### src/rtl/potreg_pkg.sv
`timescale 1ns/1ps
package potreg_pkg;
    localparam int BYTE_W = 8;
    localparam logic [5:0] DEV_ADDR_HI = 6'b010110;
    localparam int CMD_MID_BIT  = 6;
    localparam int CMD_SHDN_BIT = 5;

    typedef enum logic [2:0] {
        PH_IDLE, PH_ADDR, PH_CMD, PH_WDAT, PH_RDAT, PH_SKIP
    } phase_e;

    typedef struct packed {
        logic scl_rise;
        logic scl_fall;
        logic start;
        logic stop;
        logic sda;
    } bus_ev_t;

    function automatic logic addr_hit(input logic [BYTE_W-1:0] b, input logic sel);
        return b[BYTE_W-1:1] == {DEV_ADDR_HI, sel};
    endfunction
endpackage

### src/rtl/potreg_line_filt.sv
`timescale 1ns/1ps
module potreg_line_filt #(
    parameter int SYNC_STAGES = 2,
    parameter int FILT_LEN    = 3
) (
    input  logic clk,
    input  logic rst,
    input  logic din,
    output logic dout
);
    logic [SYNC_STAGES-1:0] sync_q;
    logic [FILT_LEN-1:0]    hist_q;

    always_ff @(posedge clk) begin
        if (rst) begin
            sync_q <= '1;
            hist_q <= '1;
            dout   <= 1'b1;
        end else begin
            sync_q <= {sync_q[SYNC_STAGES-2:0], din};
            hist_q <= {hist_q[FILT_LEN-2:0], sync_q[SYNC_STAGES-1]};
            if (&hist_q)
                dout <= 1'b1;
            else if (~|hist_q)
                dout <= 1'b0;
        end
    end
endmodule

### src/rtl/potreg_bus_cond.sv
`timescale 1ns/1ps
module potreg_bus_cond
    import potreg_pkg::*;
(
    input  logic    clk,
    input  logic    rst,
    input  logic    scl_f,
    input  logic    sda_f,
    output bus_ev_t ev
);
    logic scl_q, sda_q;

    always_ff @(posedge clk) begin
        if (rst) begin
            scl_q <= 1'b1;
            sda_q <= 1'b1;
        end else begin
            scl_q <= scl_f;
            sda_q <= sda_f;
        end
    end

    always_comb begin
        ev.scl_rise = scl_f & ~scl_q;
        ev.scl_fall = ~scl_f & scl_q;
        ev.start    = scl_f & scl_q & sda_q & ~sda_f;
        ev.stop     = scl_f & scl_q & ~sda_q & sda_f;
        ev.sda      = sda_f;
    end
endmodule

### src/rtl/potreg_xfer_fsm.sv
`timescale 1ns/1ps
module potreg_xfer_fsm
    import potreg_pkg::*;
(
    input  logic              clk,
    input  logic              rst,
    input  bus_ev_t           ev,
    input  logic              addr_sel,
    input  logic [BYTE_W-1:0] rd_data,
    output logic              sda_oe,
    output logic              wr_stb,
    output logic [BYTE_W-1:0] wr_data,
    output logic              mid_rst,
    output logic              shdn
);
    localparam int CNT_W = $clog2(BYTE_W + 1);
    localparam logic [CNT_W-1:0] CNT_FULL = CNT_W'(BYTE_W);

    phase_e            phase;
    logic [CNT_W-1:0]  cnt;
    logic              in_ack;
    logic              is_read;
    logic              nack_q;
    logic [BYTE_W-1:0] sh;

    always_ff @(posedge clk) begin
        if (rst) begin
            phase   <= PH_IDLE;
            cnt     <= '0;
            in_ack  <= 1'b0;
            is_read <= 1'b0;
            nack_q  <= 1'b1;
            sh      <= '0;
            sda_oe  <= 1'b0;
            wr_stb  <= 1'b0;
            wr_data <= '0;
            mid_rst <= 1'b0;
            shdn    <= 1'b0;
        end else begin
            wr_stb  <= 1'b0;
            mid_rst <= 1'b0;
            if (ev.start) begin
                phase  <= PH_ADDR;
                cnt    <= '0;
                in_ack <= 1'b0;
                sda_oe <= 1'b0;
            end else if (ev.stop) begin
                phase  <= PH_IDLE;
                cnt    <= '0;
                in_ack <= 1'b0;
                sda_oe <= 1'b0;
            end else if (phase == PH_IDLE || phase == PH_SKIP) begin
                sda_oe <= 1'b0;
            end else if (ev.scl_rise) begin
                if (in_ack) begin
                    nack_q <= ev.sda;
                end else if (cnt != CNT_FULL) begin
                    cnt <= cnt + 1'b1;
                    if (phase != PH_RDAT)
                        sh <= {sh[BYTE_W-2:0], ev.sda};
                end
            end else if (ev.scl_fall) begin
                if (in_ack) begin
                    // leaving the ninth clock: decide the next byte
                    in_ack <= 1'b0;
                    cnt    <= '0;
                    sda_oe <= 1'b0;
                    case (phase)
                        PH_ADDR: begin
                            if (is_read) begin
                                phase  <= PH_RDAT;
                                sh     <= rd_data;
                                sda_oe <= ~rd_data[BYTE_W-1];
                            end else begin
                                phase <= PH_CMD;
                            end
                        end
                        PH_CMD: phase <= PH_WDAT;
                        PH_RDAT: begin
                            if (nack_q) begin
                                phase <= PH_SKIP;
                            end else begin
                                sh     <= rd_data;
                                sda_oe <= ~rd_data[BYTE_W-1];
                            end
                        end
                        default: ;
                    endcase
                end else if (cnt == CNT_FULL) begin
                    // entering the ninth clock
                    in_ack <= 1'b1;
                    case (phase)
                        PH_ADDR: begin
                            if (addr_hit(sh, addr_sel)) begin
                                sda_oe  <= 1'b1;
                                is_read <= sh[0];
                            end else begin
                                phase  <= PH_SKIP;
                                sda_oe <= 1'b0;
                            end
                        end
                        PH_CMD: begin
                            sda_oe  <= 1'b1;
                            mid_rst <= sh[CMD_MID_BIT];
                            shdn    <= sh[CMD_SHDN_BIT];
                        end
                        PH_WDAT: begin
                            sda_oe  <= 1'b1;
                            wr_stb  <= 1'b1;
                            wr_data <= sh;
                        end
                        default: sda_oe <= 1'b0;
                    endcase
                end else if (phase == PH_RDAT && cnt != '0) begin
                    sh     <= {sh[BYTE_W-2:0], 1'b0};
                    sda_oe <= ~sh[BYTE_W-2];
                end
            end
        end
    end
endmodule

### src/rtl/potreg_i2c_slave.sv
`timescale 1ns/1ps
module potreg_i2c_slave
    import potreg_pkg::*;
#(
    parameter int SYNC_STAGES = 2,
    parameter int FILT_LEN    = 3
) (
    input  logic              clk,
    input  logic              rst,
    input  logic              scl_i,
    input  logic              sda_i,
    input  logic              addr_sel_i,
    input  logic [BYTE_W-1:0] rd_data_i,
    output logic              sda_oe_o,
    output logic              wr_stb_o,
    output logic [BYTE_W-1:0] wr_data_o,
    output logic              mid_rst_o,
    output logic              shdn_o
);
    localparam int N_LINES = 2;

    logic [N_LINES-1:0] raw_w;
    logic [N_LINES-1:0] filt_w;
    logic               scl_f;
    logic               sda_f;
    bus_ev_t            ev;

    assign raw_w = {scl_i, sda_i};

    for (genvar gi = 0; gi < N_LINES; gi++) begin : g_line
        potreg_line_filt #(
            .SYNC_STAGES(SYNC_STAGES),
            .FILT_LEN   (FILT_LEN)
        ) u_filt (
            .clk (clk),
            .rst (rst),
            .din (raw_w[gi]),
            .dout(filt_w[gi])
        );
    end

    assign scl_f = filt_w[1];
    assign sda_f = filt_w[0];

    potreg_bus_cond u_cond (
        .clk  (clk),
        .rst  (rst),
        .scl_f(scl_f),
        .sda_f(sda_f),
        .ev   (ev)
    );

    potreg_xfer_fsm u_fsm (
        .clk     (clk),
        .rst     (rst),
        .ev      (ev),
        .addr_sel(addr_sel_i),
        .rd_data (rd_data_i),
        .sda_oe  (sda_oe_o),
        .wr_stb  (wr_stb_o),
        .wr_data (wr_data_o),
        .mid_rst (mid_rst_o),
        .shdn    (shdn_o)
    );
endmodule

### config.mk
export PLATFORM = sky130hd
export DESIGN_NAME = potreg_i2c_slave
export DESIGN_NICKNAME = d
export VERILOG_FILES = /design/src/rtl/potreg_pkg.sv /design/src/rtl/potreg_line_filt.sv /design/src/rtl/potreg_bus_cond.sv /design/src/rtl/potreg_xfer_fsm.sv /design/src/rtl/potreg_i2c_slave.sv
export SDC_FILE = /design/constraint.sdc
export NUM_CORES = 1
export LEC_CHECK = 0
export BUFFER_PORTS_ARGS = -buffer_cell sky130_fd_sc_hd__buf_2
export CAP_MARGIN = 20
export CORE_MARGIN = 5
export CORE_UTILIZATION = 40
export CTS_CLUSTER_SIZE = 8
export DETAILED_ROUTE_END_ITERATION = 6
export PLACE_DENSITY = 0.55
export SLEW_MARGIN = 40
export SYNTH_ARGS = -nofsm -noshare
export SYNTH_HDL_FRONTEND = slang
export SYNTH_SLANG_ARGS = --single-unit
### constraint.sdc
create_clock -name clk -period 2.62 [get_ports clk]
set_input_delay 0.524 -clock clk [delete_from_list [all_inputs] [get_ports clk]]
set_output_delay 0.524 -clock clk [all_outputs]
set_load 0.02 [all_outputs]
## After elaboration in Yosys (flattened, before gate mapping)

Index checks and enable logic that the tools add are counted.

| cells by class | value |
|---|---|
| bitwise logic cells | 21 |
| reductions and logical operators | 36 |
| equal/unequal tests | 22 |
| muxes and demuxes | 39 |
| add/subtract/negate cells | 1 |

Operators with widths:

| kind | number |
|---|---|
| $mux 8 | 10 |
| $reduce_and 8->1 | 4 |
| $ne 3x3->1 const B | 7 |
| $mux 4 | 5 |
| $mux 3 | 6 |
| $pmux 8 s2 | 1 |
| $mux 1 | 14 |
| $not 1->1 | 14 |
| $reduce_and 12->1 | 1 |
| $reduce_and 3->1 | 4 |
| $reduce_bool 3->1 | 4 |
| $reduce_bool 4->1 | 3 |
| $reduce_and 5->1 | 2 |
| $pmux 3 s3 | 1 |
| $reduce_and 9->1 | 1 |
| $reduce_or 3->1 | 3 |
| $reduce_or 9->1 | 1 |
| $reduce_bool 2->1 | 4 |
| $reduce_or 8->1 | 1 |
| $and 1x1->1 | 7 |
| $eq 7x6->1 | 1 |
| $eq 3x2->1 const B | 2 |
| $eq 3x3->1 const B | 2 |
| $ne 2x1->1 const B | 3 |
| other kinds (15) | 18 |

| storage, ports and cells | value |
|---|---|
| register bits after elaboration | 44 |
| output and inout port bits | 12 |
| logic and storage cells | 139 |

## Depth between registers and ports, before layout

| depth | value |
|---|---|
| depth in word-level cells | 10 |
| depth in mapped cells | 9 |
| mapped depth without buffers | 8 |

## Cells and area by module

From an unflattened synthesis, not the netlist that was laid out.

| unflattened totals | value |
|---|---|
| cells, all modules | 225 |
| area, all modules | 2108.3 µm² |

By module, submodules not included:

| module | area each (µm²) | instances | sequential area each (µm²) | cells each |
|---|---|---|---|---|
| potreg_xfer_fsm | 1675.4 | 1 | 600.6 | 186 |
| potreg_line_filt | 170.2 | 2 | 120.1 | 15 |
| potreg_bus_cond | 92.6 | 1 | 40.0 | 9 |

## Worst setup path before layout

Ideal clock, no wire load.

| path | value |
|---|---|
| path kind | register to register |
| start point | register u_cond.scl_q |
| end point | register u_fsm.sh[5] |
| stages on the path, launching flop included | 10 |
| clock period less this slack | 2.078 ns |
| arrival time | 1.990 ns |
| setup slack | 0.542 ns |
| path through | dfxtp_1 > inv_1 > ha_1 > clkbuf_1 > nor2b_1 > buf_1 > a211o_1 > buf_2 > a21oi_1 > a311oi_2 |

| between the ends | value |
|---|---|
| word-level cells in the longest chain between the ends | 5 |
| elaborated cells between the ends (all ways) | 18 |

RTL lines:

| item | line | text |
|---|---|---|
| start: declaration | potreg_bus_cond.sv:11 | `logic scl_q, sda_q;` |
| start signal: assignment | potreg_bus_cond.sv:18 | `scl_q <= scl_f;` |
| $and 1x1->1 | potreg_bus_cond.sv:26, potreg_bus_cond.sv:27 |  |
| $and 1x1->1 (on tied branches) (2 in series) | potreg_bus_cond.sv:26, potreg_bus_cond.sv:27 |  |
| $not 1->1 (no line) | n/a |  |
| $reduce_and 12->1 (no line) | n/a |  |
| end signal: assignment | potreg_xfer_fsm.sv:60 | `sh <= {sh[BYTE_W-2:0], ev.sda};` |
| end signal: assignment | potreg_xfer_fsm.sv:72 | `sh <= rd_data;` |
| end signal: assignment | potreg_xfer_fsm.sv:83 | `sh <= rd_data;` |
| end: declaration | potreg_xfer_fsm.sv:24 | `logic [BYTE_W-1:0] sh;` |

Parallel ways exist; a longest one is shown, timed or not.
A chain may end at the register's enable or synchronous reset.

## Worst setup path in the final report

| path | value |
|---|---|
| start point | register u_fsm.phase[0] |
| end point | register u_fsm.sh[5] |

| between the ends | value |
|---|---|
| word-level cells in the longest chain between the ends | 5 |
| elaborated cells between the ends (all ways) | 18 |

RTL lines:

| item | line | text |
|---|---|---|
| start: declaration | potreg_xfer_fsm.sv:19 | `phase_e phase;` |
| start signal: assignment | potreg_xfer_fsm.sv:28 | `phase <= PH_IDLE;` |
| start signal: assignment | potreg_xfer_fsm.sv:43 | `phase <= PH_ADDR;` |
| start signal: assignment | potreg_xfer_fsm.sv:48 | `phase <= PH_IDLE;` |
| $eq 3x3->1 / $eq 3x1->1 (equally long branches) | potreg_xfer_fsm.sv:68, potreg_xfer_fsm.sv:114 |  |
| $pmux 8 s2 | potreg_xfer_fsm.sv:68 | `case (phase)` |
| $mux 8 | potreg_xfer_fsm.sv:63 | `if (in_ack) begin` |
| $mux 8 | potreg_xfer_fsm.sv:62 | `end else if (ev.scl_fall) begin` |
| $mux 8 | potreg_xfer_fsm.sv:54 | `end else if (ev.scl_rise) begin` |

Parallel ways exist; a longest one is shown, timed or not. The select of a mux whose other input is x is not followed.

==> impl_results.md <==
- Outcome: finished clean
- Sw Pwr: 257 uW
- Slew Viols, Final: 0
- Routed vias: between 1500 and 2000
- Hpwl dp: 3050 um
- CTS clk-pin slew, worst paths: 90 ps
- Worst clock skew: 7.61 ps
- CTS buffer count: 5
- Hold WS: 403 ps
- Post-synth cell types: 44
- Diode count: 0
- 1st-pass router iterations: 4
- Avg Synthesized Cell Area: 9.23 um2
- CTS Sinks: 44
- # rows: 26
- MaxCap Viol Count: 0
- Area added between synthesis and finish: 12.6%
- Core area: 0.00514 mm2
- Final setup margin: 341 ps
- Hold Vio Cnt, Final: 0
- Final worst path period share: 0.870
- Fillers: 536
- Pint: 972 uW
- Initial antenna violation count: 0
- Worst-Margin Slew: 608 ps
- Register area share after synthesis: 0.413
- Layout Cells excl Fill: 320
- Vias in the first global route: 1558
- GR Util All Layers: 0.134
- Slew headroom: 0.594
- CP max FO: 16
- First-pass GRT wire length: 7670 um
- Commonest non-fill, non-tap cell in the layout: dfxtp_1
- Crit. End Element: flip-flop
- Async S/R FF share, synth: 0
- Setup Fix Bufs, Post-CTS: 0
- Reg area: approximately 900 um2
- Die width: just over 80 um
- Setup CP Type: flip-flop to flip-flop
- Routability cong.: about 0.78
- Share of cells above drive strength 1: 0.216
- Skew-Pair Late Insertion Delay: slightly below 300 ps
- WL/cell: about 14 um
- Routed WL: about 4400 um
- Critical Path AT: 2490 ps
- DP Cell Count: 312
- Syn Nets: 250
- EDFF count, synth: 0
- Hold_buf cts: 0
- Post-Synthesis Cell Area: 0.00213 mm2
- RSZ-0062 raised after global routing: false
- Largest net degree at the start of global routing: 38
- Fin nets: 268
- Leading register cell type out of synthesis: dfxtp_1
- Post-placement worst setup slack: 392 ps
- Leakage power: 0.864 nW
- Clock network fraction of design power: 0.430
- Warnings, synthesis: 0
- TritonCTS clock tree: built
- Clock root buffer: clkbuf_8
- Worst EP required: between 2000 and 3000 ps
- H-tree levels: 2
- DR DRC count: 0
- TNS Setup: 0 ps
- Clock Path Buffers: 2
- Highest ir drop seen on vdd: 267 uV
- Post-route minimum period: 2280 ps
- 1st-iter DRT viols: 83
- Post-CTS sizing: 0
- Die ar.: between 0.006 and 0.007 mm2
- # setup viols final: 0
- Gr ovfl total: 0
- Fmax: 0.439 GHz
- Hold Crit Class: input pin to flip-flop
- DIE HEIGHT: 83.0 um
- Combinational share of power: 0.021
- Sequential power share: 0.549
- I/O Buffers: 24
- Startpoint Class: flip-flop
- Most frequent cells in the layout: dfxtp_1, nor2_1, buf_2
- # IOs: 25
- Pwr/cell area: 512 mW/mm2
- Design Power: between 1 and 1.5 mW
- Mapped Cells: between 200 and 250
- Vias/cell: 5.14
- Final ANT Viol Nets: 0
- Number of synthesized register bits: 44
- Initial Utilization: 0.415
- Multi-input gate area: 0.00116 mm2
- Sw frac: 0.209
==> worst max-delay path: stages (launching register included) <==
cell       delay, ps
dfxtp_1          610
xor2_1           410
o2bb2ai_2        220
a2111oi_4        340
buf_4            260
a21oi_1          100
a311oi_2         250
==> path summary, 6_finish.rpt <==
kind | start | end | slack, ps | cells after the start
max | u_fsm.phase[0] | u_fsm.sh[5] | 340 | 6
min | scl_i | g_line[1].u_filt.sync_q[0] | 400 | 2
max reg2reg | u_fsm.phase[0] | u_fsm.sh[5] | 340 | 6
min reg2reg | g_line[1].u_filt.sync_q[1] | g_line[1].u_filt.hist_q[0] | 410 | 1
==> Yosys cell counts, drive strengths merged (4+ instances only) <==
cell	n	share of area
dfxtp	44	0.41
nor2	24	0.042
mux2i	19	0.089
a21oi	16	0.038
or2	14	0.041
nand2	11	0.019
a311oi	9	0.043
clkbuf	8	0.014
buf	7	0.019
o21ai	7	0.016
ha	6	0.035
inv	6	0.011
nand2b	6	0.018
nand3b	6	0.021
nor2b	5	0.015
nor3	5	0.012
nand3	4	0.0094
==> sequential cells by signal (all words and copies together), names as in the netlist, 2 cells and up <==
register and flops:
g_line.u_filt.hist_q 6, g_line.u_filt.dout 2, u_fsm.cnt 4, u_fsm.wr_data 8
g_line.u_filt.sync_q 4, u_fsm.sh 8, u_fsm.phase 3
==> stage by stage <==
stage          cell area, um2   util
5_1_grt                  2400  0.467
6_report                 2400  0.467
4_1_cts                  2400  0.467
3_5_place_dp             2280  0.444
2_1_floorplan            2130      -
3_3_place_gp             2280  0.444
==> metal layers <==
layer	track usage	share of wire	vias to the layer above	wire length [um]
li1	-	-	851	-
met1	0.187	0.51	758	2240
met2	0.188	0.43	33	1870
met3	0.0406	0.046	4	202
met4	0.0594	0.0096	0	42
met5	0	0	-	0
==> cells by family after synthesis <==
family / Yosys count / synth area share
compound gates: 50 / 0.177
xor+xnor: 6 / 0.0247
fa+ha+maj: 6 / 0.0352
buf+inv: 21 / 0.0434
flops: 44 / 0.413
mux: 19 / 0.0892
simple gates: 85 / 0.218
==> area by class of cell <==
class                      count  area share
clock inverter                 3      0.0193
clock buffer                   5      0.0287
multi-input combinational    166       0.483
sequential                    44       0.367
tap                           70      0.0365
timing repair buffer          26      0.0563
inverter                       6     0.00938
==> power by group through the flow <==
stage | combinational (mW) | clock, mW | sequential, mW
after detailed placement | 0.0269 | 0 | 0.690
after CTS | 0.0269 | 0.552 | 0.674
after global routing | 0.0300 | 0.579 | 0.675
final | 0.0260 | 0.529 | 0.674
after floorplan | 0.0150 | 0 | 0.689
after global placement | 0.0270 | 0 | 0.690
(Power assumes the default switching activity.)
